<file path="src/rtl/rs_pkg.sv">
package rs_pkg;

    parameter int RS_ENTRIES = 4;
    parameter int TAG_W      = 4;
    parameter int DATA_W     = 16;
    parameter int OP_W       = 4;
    parameter int BR_N       = 4;

    localparam int BRID_W = (BR_N > 1) ? $clog2(BR_N) : 1;

    typedef logic [TAG_W-1:0]  tag_t;
    typedef logic [DATA_W-1:0] data_t;
    typedef logic [OP_W-1:0]   op_t;
    typedef logic [BR_N-1:0]   brmask_t;
    typedef logic [BRID_W-1:0] brid_t;

    // Contents of one slot apart from its occupancy and age.
    typedef struct packed {
        op_t     op;
        tag_t    src1_tag;
        data_t   src1_val;
        tag_t    src2_tag;
        data_t   src2_val;
        tag_t    dst;
        brmask_t brmask;
    } rs_body_t;

    // A waiting operand matches a valid broadcast with the same nonzero tag.
    function automatic logic tag_hit(tag_t wait_tag, logic bus_v, tag_t bus_tag);
        return bus_v && (wait_tag != '0) && (wait_tag == bus_tag);
    endfunction

    function automatic brmask_t br_bit(brid_t id);
        brmask_t m;
        m = '0;
        m[id] = 1'b1;
        return m;
    endfunction

endpackage

</file>
<file path="src/rtl/rs_slot.sv">
module rs_slot
    import rs_pkg::*;
(
    input  logic     clk,
    input  logic     rst,
    input  logic     alloc,
    input  rs_body_t alloc_body,
    input  logic     res_valid,
    input  tag_t     res_tag,
    input  data_t    res_data,
    input  logic     br_valid,
    input  brid_t    br_id,
    input  logic     br_mispredict,
    input  logic     grant,
    output logic     busy,
    output rs_body_t body,
    output logic     ready,
    output logic     killed
);

    logic     flush;
    logic     release_br;
    brmask_t  clr_mask;
    logic     busy_nx;
    rs_body_t body_nx;

    assign flush      = br_valid && br_mispredict;
    assign release_br = br_valid && !br_mispredict;
    assign clr_mask   = release_br ? br_bit(br_id) : '0;

    assign killed = busy && flush && body.brmask[br_id];
    assign ready  = busy && (body.src1_tag == '0) && (body.src2_tag == '0)
                    && (body.brmask == '0);

    always_comb begin
        body_nx = body;
        busy_nx = busy && !grant && !killed;
        if (alloc) begin
            body_nx        = alloc_body;
            body_nx.brmask = alloc_body.brmask & ~clr_mask;
            busy_nx        = !(flush && alloc_body.brmask[br_id]);
        end else begin
            if (tag_hit(body.src1_tag, res_valid, res_tag)) begin
                body_nx.src1_tag = '0;
                body_nx.src1_val = res_data;
            end
            if (tag_hit(body.src2_tag, res_valid, res_tag)) begin
                body_nx.src2_tag = '0;
                body_nx.src2_val = res_data;
            end
            body_nx.brmask = body.brmask & ~clr_mask;
        end
    end

    always_ff @(posedge clk) begin
        if (rst) begin
            busy <= 1'b0;
            body <= '0;
        end else begin
            busy <= busy_nx;
            body <= body_nx;
        end
    end

    assert_alloc_free_R2: assert property (@(posedge clk) disable iff (rst)
        alloc |-> !busy);

    assert_wake_src1_R4: assert property (@(posedge clk) disable iff (rst)
        (busy && !alloc && !killed && tag_hit(body.src1_tag, res_valid, res_tag))
        |=> (busy && body.src1_tag == '0 && body.src1_val == $past(res_data)));

    assert_wake_src2_R4: assert property (@(posedge clk) disable iff (rst)
        (busy && !alloc && !killed && tag_hit(body.src2_tag, res_valid, res_tag))
        |=> (busy && body.src2_tag == '0 && body.src2_val == $past(res_data)));

    assert_grant_ready_R6: assert property (@(posedge clk) disable iff (rst)
        grant |-> (busy && body.src1_tag == '0 && body.src2_tag == '0));

    assert_branch_hold_R8: assert property (@(posedge clk) disable iff (rst)
        (busy && body.brmask != '0) |-> !grant);

    assert_flush_drop_R9: assert property (@(posedge clk) disable iff (rst)
        killed |=> !busy);

endmodule

</file>
<file path="src/rtl/rs_age.sv">
module rs_age
    import rs_pkg::*;
#(
    parameter int N = RS_ENTRIES
) (
    input  logic                             clk,
    input  logic                             rst,
    input  logic [N-1:0]                     busy,
    input  logic [N-1:0]                     alloc,
    input  logic [N-1:0]                     leave,
    input  logic                             new_kept,
    output logic [N-1:0][((N>1)?$clog2(N):1)-1:0] age
);

    localparam int AW = (N > 1) ? $clog2(N) : 1;

    // age = number of occupied slots younger than this one.
    logic [N-1:0][AW-1:0] age_nx;

    always_comb begin
        for (int i = 0; i < N; i++) begin
            int drop;
            drop = 0;
            for (int j = 0; j < N; j++) begin
                if (leave[j] && busy[j] && (age[j] < age[i])) drop++;
            end
            if (alloc[i]) age_nx[i] = '0;
            else          age_nx[i] = AW'(int'(age[i]) - drop + int'(new_kept));
        end
    end

    always_ff @(posedge clk) begin
        if (rst) age <= '0;
        else     age <= age_nx;
    end

    for (genvar gi = 0; gi < N; gi++) begin : g_row
        for (genvar gj = gi + 1; gj < N; gj++) begin : g_col
            assert_age_unique_R7: assert property (@(posedge clk) disable iff (rst)
                (busy[gi] && busy[gj]) |-> (age[gi] != age[gj]));
        end
    end

endmodule

</file>
<file path="src/rtl/rs_oldest_pick.sv">
module rs_oldest_pick
    import rs_pkg::*;
#(
    parameter int N = RS_ENTRIES
) (
    input  logic                             clk,
    input  logic                             rst,
    input  logic [N-1:0]                     req,
    input  logic [N-1:0][((N>1)?$clog2(N):1)-1:0] age,
    output logic [N-1:0]                     grant,
    output logic [((N>1)?$clog2(N):1)-1:0]   idx,
    output logic                             found
);

    localparam int AW = (N > 1) ? $clog2(N) : 1;

    logic [AW-1:0] best;

    always_comb begin
        found = 1'b0;
        best  = '0;
        idx   = '0;
        for (int i = 0; i < N; i++) begin
            if (req[i] && (!found || age[i] > best)) begin
                found = 1'b1;
                best  = age[i];
                idx   = AW'(i);
            end
        end
        grant = '0;
        if (found) grant[idx] = 1'b1;
    end

    assert_one_grant_R6: assert property (@(posedge clk) disable iff (rst)
        $onehot0(grant));

    for (genvar gi = 0; gi < N; gi++) begin : g_win
        for (genvar gj = 0; gj < N; gj++) begin : g_other
            if (gi != gj) begin : g_pair
                assert_oldest_first_R7: assert property (@(posedge clk) disable iff (rst)
                    (grant[gi] && req[gj]) |-> (age[gj] < age[gi]));
            end
        end
    end

endmodule

</file>
<file path="src/rtl/rs_station.sv">
module rs_station
    import rs_pkg::*;
#(
    parameter int NUM_SLOTS = RS_ENTRIES
) (
    input  logic              clk,
    input  logic              rst,
    input  logic              iss_valid,
    input  logic [OP_W-1:0]   iss_op,
    input  logic [TAG_W-1:0]  iss_src1_tag,
    input  logic [DATA_W-1:0] iss_src1_val,
    input  logic [TAG_W-1:0]  iss_src2_tag,
    input  logic [DATA_W-1:0] iss_src2_val,
    input  logic [TAG_W-1:0]  iss_dst_tag,
    input  logic [BR_N-1:0]   iss_br_mask,
    output logic              iss_stall,
    input  logic              res_valid,
    input  logic [TAG_W-1:0]  res_tag,
    input  logic [DATA_W-1:0] res_data,
    input  logic              br_valid,
    input  logic [BRID_W-1:0] br_id,
    input  logic              br_mispredict,
    output logic              dsp_valid,
    output logic [OP_W-1:0]   dsp_op,
    output logic [DATA_W-1:0] dsp_a,
    output logic [DATA_W-1:0] dsp_b,
    output logic [TAG_W-1:0]  dsp_dst
);

    localparam int AW = (NUM_SLOTS > 1) ? $clog2(NUM_SLOTS) : 1;

    logic [NUM_SLOTS-1:0]         busy;
    logic [NUM_SLOTS-1:0]         ready;
    logic [NUM_SLOTS-1:0]         killed;
    logic [NUM_SLOTS-1:0]         grant;
    logic [NUM_SLOTS-1:0]         alloc_vec;
    logic [NUM_SLOTS-1:0]         leave;
    logic [NUM_SLOTS-1:0][AW-1:0] age;
    rs_body_t                     body [NUM_SLOTS];
    rs_body_t                     new_body;
    rs_body_t                     sel;
    logic [AW-1:0]                free_idx;
    logic                         free_found;
    logic [AW-1:0]                pick_idx;
    logic                         pick_found;
    logic                         alloc_go;
    logic                         new_kept;

    // Lowest-numbered free slot takes the next issue.
    always_comb begin
        free_found = 1'b0;
        free_idx   = '0;
        for (int i = 0; i < NUM_SLOTS; i++) begin
            if (!busy[i] && !free_found) begin
                free_found = 1'b1;
                free_idx   = AW'(i);
            end
        end
    end

    assign iss_stall = !free_found;
    assign alloc_go  = iss_valid && free_found;

    always_comb begin
        alloc_vec = '0;
        if (alloc_go) alloc_vec[free_idx] = 1'b1;
    end

    // Operand capture at issue, including a same-cycle broadcast.
    always_comb begin
        new_body.op       = iss_op;
        new_body.dst      = iss_dst_tag;
        new_body.brmask   = iss_br_mask;
        new_body.src1_tag = iss_src1_tag;
        new_body.src1_val = iss_src1_val;
        new_body.src2_tag = iss_src2_tag;
        new_body.src2_val = iss_src2_val;
        if (tag_hit(iss_src1_tag, res_valid, res_tag)) begin
            new_body.src1_tag = '0;
            new_body.src1_val = res_data;
        end
        if (tag_hit(iss_src2_tag, res_valid, res_tag)) begin
            new_body.src2_tag = '0;
            new_body.src2_val = res_data;
        end
    end

    assign new_kept = alloc_go && !(br_valid && br_mispredict && iss_br_mask[br_id]);
    assign leave    = grant | killed;

    for (genvar g = 0; g < NUM_SLOTS; g++) begin : g_slot
        rs_slot u_slot (
            .clk          (clk),
            .rst          (rst),
            .alloc        (alloc_vec[g]),
            .alloc_body   (new_body),
            .res_valid    (res_valid),
            .res_tag      (res_tag),
            .res_data     (res_data),
            .br_valid     (br_valid),
            .br_id        (br_id),
            .br_mispredict(br_mispredict),
            .grant        (grant[g]),
            .busy         (busy[g]),
            .body         (body[g]),
            .ready        (ready[g]),
            .killed       (killed[g])
        );
    end

    rs_age #(.N(NUM_SLOTS)) u_age (
        .clk     (clk),
        .rst     (rst),
        .busy    (busy),
        .alloc   (alloc_vec),
        .leave   (leave),
        .new_kept(new_kept),
        .age     (age)
    );

    rs_oldest_pick #(.N(NUM_SLOTS)) u_pick (
        .clk  (clk),
        .rst  (rst),
        .req  (ready),
        .age  (age),
        .grant(grant),
        .idx  (pick_idx),
        .found(pick_found)
    );

    assign sel       = body[pick_idx];
    assign dsp_valid = pick_found;
    assign dsp_op    = sel.op;
    assign dsp_a     = sel.src1_val;
    assign dsp_b     = sel.src2_val;
    assign dsp_dst   = sel.dst;

    assert_stall_blocks_R2: assert property (@(posedge clk) disable iff (rst)
        (iss_valid && iss_stall) |=> ($countones(busy) <= $past($countones(busy))));

    assert_freed_on_dispatch_R10: assert property (@(posedge clk) disable iff (rst)
        (dsp_valid && iss_stall) |=> !iss_stall);

    assert_bypass_src1_R5: assert property (@(posedge clk) disable iff (rst)
        (alloc_go && new_kept && tag_hit(iss_src1_tag, res_valid, res_tag))
        |=> (busy[$past(free_idx)] && body[$past(free_idx)].src1_tag == '0
             && body[$past(free_idx)].src1_val == $past(res_data)));

endmodule

</file>
<file path="config.mk">
export PLATFORM = sky130hd
export DESIGN_NAME = rs_station
export DESIGN_NICKNAME = d
export VERILOG_FILES = /design/src/rtl/rs_pkg.sv /design/src/rtl/rs_slot.sv /design/src/rtl/rs_age.sv /design/src/rtl/rs_oldest_pick.sv /design/src/rtl/rs_station.sv
export SDC_FILE = /design/constraint.sdc
export NUM_CORES = 1
export LEC_CHECK = 0
export BUFFER_PORTS_ARGS = -buffer_cell sky130_fd_sc_hd__buf_2
export CAP_MARGIN = 20
export CORE_UTILIZATION = 55
export CTS_BUF_LIST = sky130_fd_sc_hd__clkbuf_4 sky130_fd_sc_hd__clkbuf_8
export DETAILED_ROUTE_END_ITERATION = 10
export PLACE_DENSITY = 0.85
export SETUP_SLACK_MARGIN = 0.3
export SKIP_CTS_REPAIR_TIMING = 1
export SYNTH_ARGS = -nofsm -noshare
export SYNTH_HDL_FRONTEND = slang
export SYNTH_SLANG_ARGS = --single-unit
export TNS_END_PERCENT = 5
</file>
<file path="constraint.sdc">
create_clock -name clk -period 9.2 [get_ports clk]
set_clock_uncertainty 0.1 [all_clocks]
set_input_delay 1.84 -clock clk [delete_from_list [all_inputs] [get_ports clk]]
set_output_delay 1.84 -clock clk [all_outputs]
set_load 0.01 [all_outputs]
</file>
## Word level (Yosys, flattened, before mapping)

Index checks and enable logic that the tools add are counted.

- Flip-flop bits (word level): 220
- Word-level logic and storage cells: 315

- Add/subtract/negate cells: 20
- $lt $le $gt $ge: 26
- Equality and inequality tests: 10
- Muxes and demuxes: 77
- Bitwise gates (word level): 8
- Reductions and logical operators: 138

Operators with widths:

| kind | count |
|---|---|
| $mux 20 | 10 |
| $mux 40 | 4 |
| $bmux 52 s2 | 1 |
| $mux 52 | 2 |
| $logic_and 1x1->1 | 82 |
| $logic_not 4->1 | 12 |
| $eq 4x4->1 | 10 |
| $reduce_bool 4->1 | 10 |
| $mux 2 | 19 |
| $lt 2x2->1 | 16 |
| $mux 4 | 7 |
| $mux 1 | 26 |
| $and 4x4->4 | 5 |
| $logic_not 1->1 | 19 |
| $reduce_bool 2->1 | 8 |
| $bmux 1 s2 | 5 |
| $lt 2x3->1 const B | 3 |
| $add 1x1->2 const B | 4 |
| $add 2x1->2 const B | 4 |
| $add 2x2->2 | 4 |
| $add 2x2->2 const B | 4 |
| $reduce_or 2->1 | 4 |
| $sub 2x2->2 | 4 |
| $demux 1 s2 | 3 |
| other kinds (7) | 13 |

## Logic depth before layout (Yosys ltp)

- Word-level depth: 34
- Depth in mapped cells: 34

## By module

From an unflattened synthesis, not the netlist that was laid out.

- Cells, all modules: 1370
- Area total of the unflattened synthesis: 13065.0 um2

Modules (own cells, without submodules):

| module | instances | cells each | area an instance (um2) |
|---|---|---|---|
| rs_slot | 4 | 271 | 2524.9 |
| rs_station | 1 | 123 | 1626.6 |
| rs_age | 1 | 123 | 1036.0 |
| rs_oldest_pick | 1 | 40 | 302.8 |

## Worst setup path after synthesis

No wires, ideal clock.

- Path kind: register to output
- Start point: reg, netlist name g_slot[0].u_slot.body[25]
- End point: out dsp_b[0]
- Arrival: 4.703 ns
- Required time: 7.260 ns
- Slack: 2.557 ns
- Stages on the path, launching flop included: 25
- Buffers on the path: 2
- Cell sequence: dfxtp_1 nor4_2 and4_1 nand2_1 ha_1 nor2b_1 o21ai_0 a21oi_1 buf_6 mux2_2 ha_1 nor2b_1 a2bb2oi_1 a21oi_4 nand2b_1 nand2_1 o21ai_0 ha_1 nor2b_1 o21ai_0 nor2_1 nor3_2 clkbuf_1 a22oi_1 o21ai_0

- Word-level cells in the longest chain between the ends: 20
- Elaborated cells between the ends (all ways): 28
- Classes of those cells: order compare (3); mux (12); bitwise (1); reduce/logical (12)

RTL lines:

| what | RTL line | text |
|---|---|---|
| $logic_not 4->1 * | rs_slot.sv:32 | `assign ready = busy && (body.src1_tag == '0) && (body.src2_tag == '0)` |
| $logic_and 1x1->1 * | rs_slot.sv:32 |  |
| $logic_and 1x1->1 * | rs_slot.sv:33 | `&& (body.brmask == '0);` |
| $mux 2 or $mux 1 (tied branches) | rs_oldest_pick.sv:24 | `if (req[i] && (!found \|\| age[i] > best)) begin` |
| $gt 2x2->1 or $logic_not 1->1 (tied branches) | rs_oldest_pick.sv:24 |  |
| $logic_or 1x1->1 | rs_oldest_pick.sv:24 |  |
| $logic_and 1x1->1 | rs_oldest_pick.sv:24 |  |
| $mux 2 or $mux 1 (tied branches) | rs_oldest_pick.sv:24 |  |
| [... 3 more ...] | - |  |
| $mux 2 or $mux 1 (tied branches) | rs_oldest_pick.sv:24 |  |
| $gt 2x2->1 or $logic_not 1->1 (tied branches) | rs_oldest_pick.sv:24 |  |
| $logic_or 1x1->1 | rs_oldest_pick.sv:24 |  |
| $logic_and 1x1->1 | rs_oldest_pick.sv:24 |  |
| $mux 2 * | rs_oldest_pick.sv:24 |  |
| $not 2->3 (implied by the code) * | rs_station.sv:131 | `assign sel = body[pick_idx];` |
| $bmux 52 s2 * | rs_station.sv:131 |  |
| $mux 52 (implied by the code) * (2 in a row) | rs_station.sv:131 |  |
| end, declared | rs_station.sv:26 | `output logic [DATA_W-1:0] dsp_b,` |

Mark *: on every way between the ends. The rest lies on a longest branch, timed or not. The select of a mux whose other input is x is not followed.

## Worst setup path after layout

- Start point: reg, netlist name g_slot[0].u_slot.body[47]
- End point: out dsp_b[5]

- Word-level cells in the longest chain between the ends: 21
- Elaborated cells between the ends (all ways): 29
- Classes of those cells: order compare (3); mux (12); bitwise (1); reduce/logical (13)

RTL lines:

| what | RTL line |
|---|---|
| $logic_not 4->1 * | rs_slot.sv:32 |
| $logic_and 1x1->1 * (2 in a row) | rs_slot.sv:32 |
| $logic_and 1x1->1 * | rs_slot.sv:33 |
| $mux 2 or $mux 1 (tied branches) | rs_oldest_pick.sv:24 |
| $gt 2x2->1 or $logic_not 1->1 (tied branches) | rs_oldest_pick.sv:24 |
| $logic_or 1x1->1 | rs_oldest_pick.sv:24 |
| $logic_and 1x1->1 | rs_oldest_pick.sv:24 |
| $mux 2 or $mux 1 (tied branches) | rs_oldest_pick.sv:24 |
| [... 3 more ...] | - |
| $mux 2 or $mux 1 (tied branches) | rs_oldest_pick.sv:24 |
| $gt 2x2->1 or $logic_not 1->1 (tied branches) | rs_oldest_pick.sv:24 |
| $logic_or 1x1->1 | rs_oldest_pick.sv:24 |
| $logic_and 1x1->1 | rs_oldest_pick.sv:24 |
| $mux 2 * | rs_oldest_pick.sv:24 |
| $not 2->3 (implied by the code) * | rs_station.sv:131 |
| $bmux 52 s2 * | rs_station.sv:131 |
| $mux 52 (implied by the code) * (2 in a row) | rs_station.sv:131 |

Marks and branches as above.

==> summary.md <==
| Metric | Value |
|---|---|
| First-pass GRT wire length | 58100 µm |
| Count leader, synth | a211oi_1 |
| Post-route ant nets | 0 |
| Yosys reg bits | 220 |
| Initial DRC count | 1128 |
| Top post-synthesis cells by count | a211oi_1, dfxtp_1, nand2_1 |
| Die width | 154 µm |
| Place WS | 0.963 ns |
| Synthesized area | 0.0127 mm² |
| CP Launch Type | flip-flop |
| Commonest register cell after synthesis | dfxtp_1 |
| Kind of critical path | reg -> out |
| Synth Warn # | 0 |
| CP Max Fanout | 32 |
| Sink Count | 220 |
| CTS buffer count | 38 |
| MaxCap Viol Count | 0 |
| Gr usage total | 0.303 |
| Total power | 2570 µW |
| Synth area leaders | dfxtp_1, a211oi_1, nor2b_1, mux2i_1, nand2_1 |
| Rel. slew slack | 0.273 |
| Mean area per synthesized cell | 8.62 µm² |
| GR Overflow Total | 0 |
| Class of the worst hold path | reg -> reg |
| CTS tree | yes |
| P_leak | 0.00515 µW |
| Worst skew pair latency | 0.55 ns |
| Routed via count | 11555 |
| Post-synth EDFFs | 0 |
| Switching share of total power | 0.312 |
| Crit. End Element | output pin |
| Layout cell share with drive strength beyond 1 | 0.168 |
| Combinational Power Share | 0.218 |
| Reg power frac | 0.411 |
| Die Ht | 154 µm |
| Status | complete, no violations |
| Clk slew on worst S/H paths | 0.07 ns |
| Switch Pwr | 801 µW |
| Post-Syn Instances | 1471 |
| Final worst-path cycle share | 0.908 |
| Initial Util | 0.560 |
| Yosys cell types | 60 |
| Fin. Hold Viols | 0 |
| Asr flop ratio synth | 0 |
| Post-Route WL | 36100 µm |
| Root Driver | clkbuf_8 |
| Core Area | 0.0226 mm² |
| Port Buffers | 121 |
| Initial antenna violation count | 1 |
| Longest Clk Path Bufs | 3 |
| Required time of the critical path | 7.26 ns |
| DRT Pass-1 Iters | 5 |
| IR Drop Worst-Case VDD | 113 µV |
| Final-report setup violation count | 0 |
| HPWL Detailed | 22900 µm |
| Power density cells | 184 mW/mm² |
| H-tree levels | 2 |
| Num rows | 55 |
| Top cell type by total area after synthesis | dfxtp_1 |
| CP arrival | 6.41 ns |
| Final WS setup | 0.849 ns |
| Slew at the pin closest to its max-slew limit | 1.09 ns |
| DIE AREA | 0.0237 mm² |
| Drt wl/cell | 19.8 µm |
| Clk pwr share | 0.371 |
| Drt drc | 0 |
| RSZ-0062 raised after global routing | no |
| Register area share after synthesis | 0.347 |
| DR vias/cell | 6.33 |
| Power Internal | 1770 µW |
| F_max | 120 MHz |
| Final net count | 1624 |
| Number of global-route vias before repair | 11210 |
| Setup TNS | 0 ns |
| Fin crit period | 8.35 ns |
| Slew Viols, Final | 0 |
| Largest net degree at the start of global routing | 117 |
| # IOs | 122 |
| Placer's final routability congestion estimate | 0.869 |
| Layout area overhead | 10.2% |
| Mapped Nets | 1585 |
| Post-synth top area share | 0.347 |
## sequential cells by signal, summed over array words and instances, names as in the netlist
register	cells
g_slot.u_slot.body	208
u_age.age	8
g_slot.u_slot.busy	4
## critical path, cell delays in order (launching register included)
cell	delay [ns]
dfxtp_1	0.35
nor4_4	0.40
and4_1	0.34
nand2_1	0.09
ha_1	0.30
nor2b_1	0.13
o21ai_0	0.14
a21oi_4	0.25
mux2_2	0.38
ha_1	0.29
nor2b_1	0.14
a2bb2oi_1	0.27
a21oi_4	0.10
nand2b_1	0.20
nand2_1	0.06
o21ai_0	0.08
ha_1	0.29
nor2b_1	0.14
o21ai_0	0.44
nor2_1	0.18
nor3_4	0.50
buf_6	0.37
a22oi_1	0.11
o21ai_0	0.11
buf_2	0.16
## layout make-up
cell class,instances,area [µm²]
fill,1850,8670
multi-input combinational,1081,7490
sequential,220,4400
timing repair buffer,143,801
clock buffer,62,772
tap,285,357
inverter,26,97.6
clock inverter,8,51.3
antenna,1,2.50
## final timing paths
check                                          startpoint                        end  slack (ns)  cells after the start
worst min register to register  g_slot[1].u_slot.body[48]  g_slot[1].u_slot.body[48]        0.35                      2
worst max-delay path            g_slot[0].u_slot.body[47]                   dsp_b[5]        0.85                     24
worst min-delay path            g_slot[1].u_slot.body[48]  g_slot[1].u_slot.body[48]        0.35                      2
worst max register to register  g_slot[0].u_slot.body[47]               u_age.age[7]        1.76                     32
## stage by stage
stage	instances	utilization	hold WS (ns)	instance area (µm²)
after CTS	1820	0.614	0.355	13900
after global placement	1750	0.578	0.342	13100
after floorplan	1471	-	0.336	12700
final	1826	0.617	0.355	14000
after detailed placement	1750	0.578	0.346	13100
after global routing	1826	0.617	0.370	14000
## routing by layer
layer / share of wire / wire, µm / global-route usage
met2: 0.47 / 16800 / 0.488
met4: 0.039 / 1400 / 0.151
met1: 0.42 / 15100 / 0.390
met3: 0.079 / 2860 / 0.0555
met5: 0 / 0 / 0
## placed cells by master, fill, tap and decap left out, types with 9 or more instances in the layout
| cell type | synthesis | routed |
|---|---|---|
| a211oi_1 | 257 | 257 |
| a21oi_1 | 84 | 80 |
| a22oi_1 | 40 | 40 |
| and3_1 | 13 | 13 |
| buf_2 | 18 | 120 |
| buf_4 | 20 | 20 |
| clkbuf_4 | 0 | 13 |
| clkbuf_8 | 0 | 49 |
| dfxtp_1 | 220 | 220 |
| ha_1 | 34 | 34 |
| inv_1 | 26 | 26 |
| mux2i_1 | 76 | 76 |
| nand2_1 | 153 | 153 |
| nand4_1 | 9 | 9 |
| nor2_1 | 68 | 66 |
| nor2b_1 | 143 | 142 |
| nor3_1 | 12 | 11 |
| o21ai_0 | 48 | 48 |
| xnor2_1 | 31 | 31 |
| xor2_1 | 15 | 15 |
## power by group through the flow
stage          sequential, µW  clock (µW)  combinational [µW]
2_1_floorplan            1060           0                 406
3_3_place_gp             1070           0                 516
3_5_place_dp             1070           0                 542
4_1_cts                  1050         958                 548
5_1_grt                  1060        1000                 611
6_report                 1060         954                 560
## cell families after synthesis
group	Yosys count	share of synthesized area
AO/OA/AOI/OAI	463	0.258
AND/OR/NAND/NOR	453	0.188
flip-flops	220	0.347
buffers and inverters	170	0.0678
multiplexers	85	0.0733
XOR/XNOR	46	0.0318
adder cells (fa/ha/maj)	34	0.0335
(Power assumes the default switching activity.)
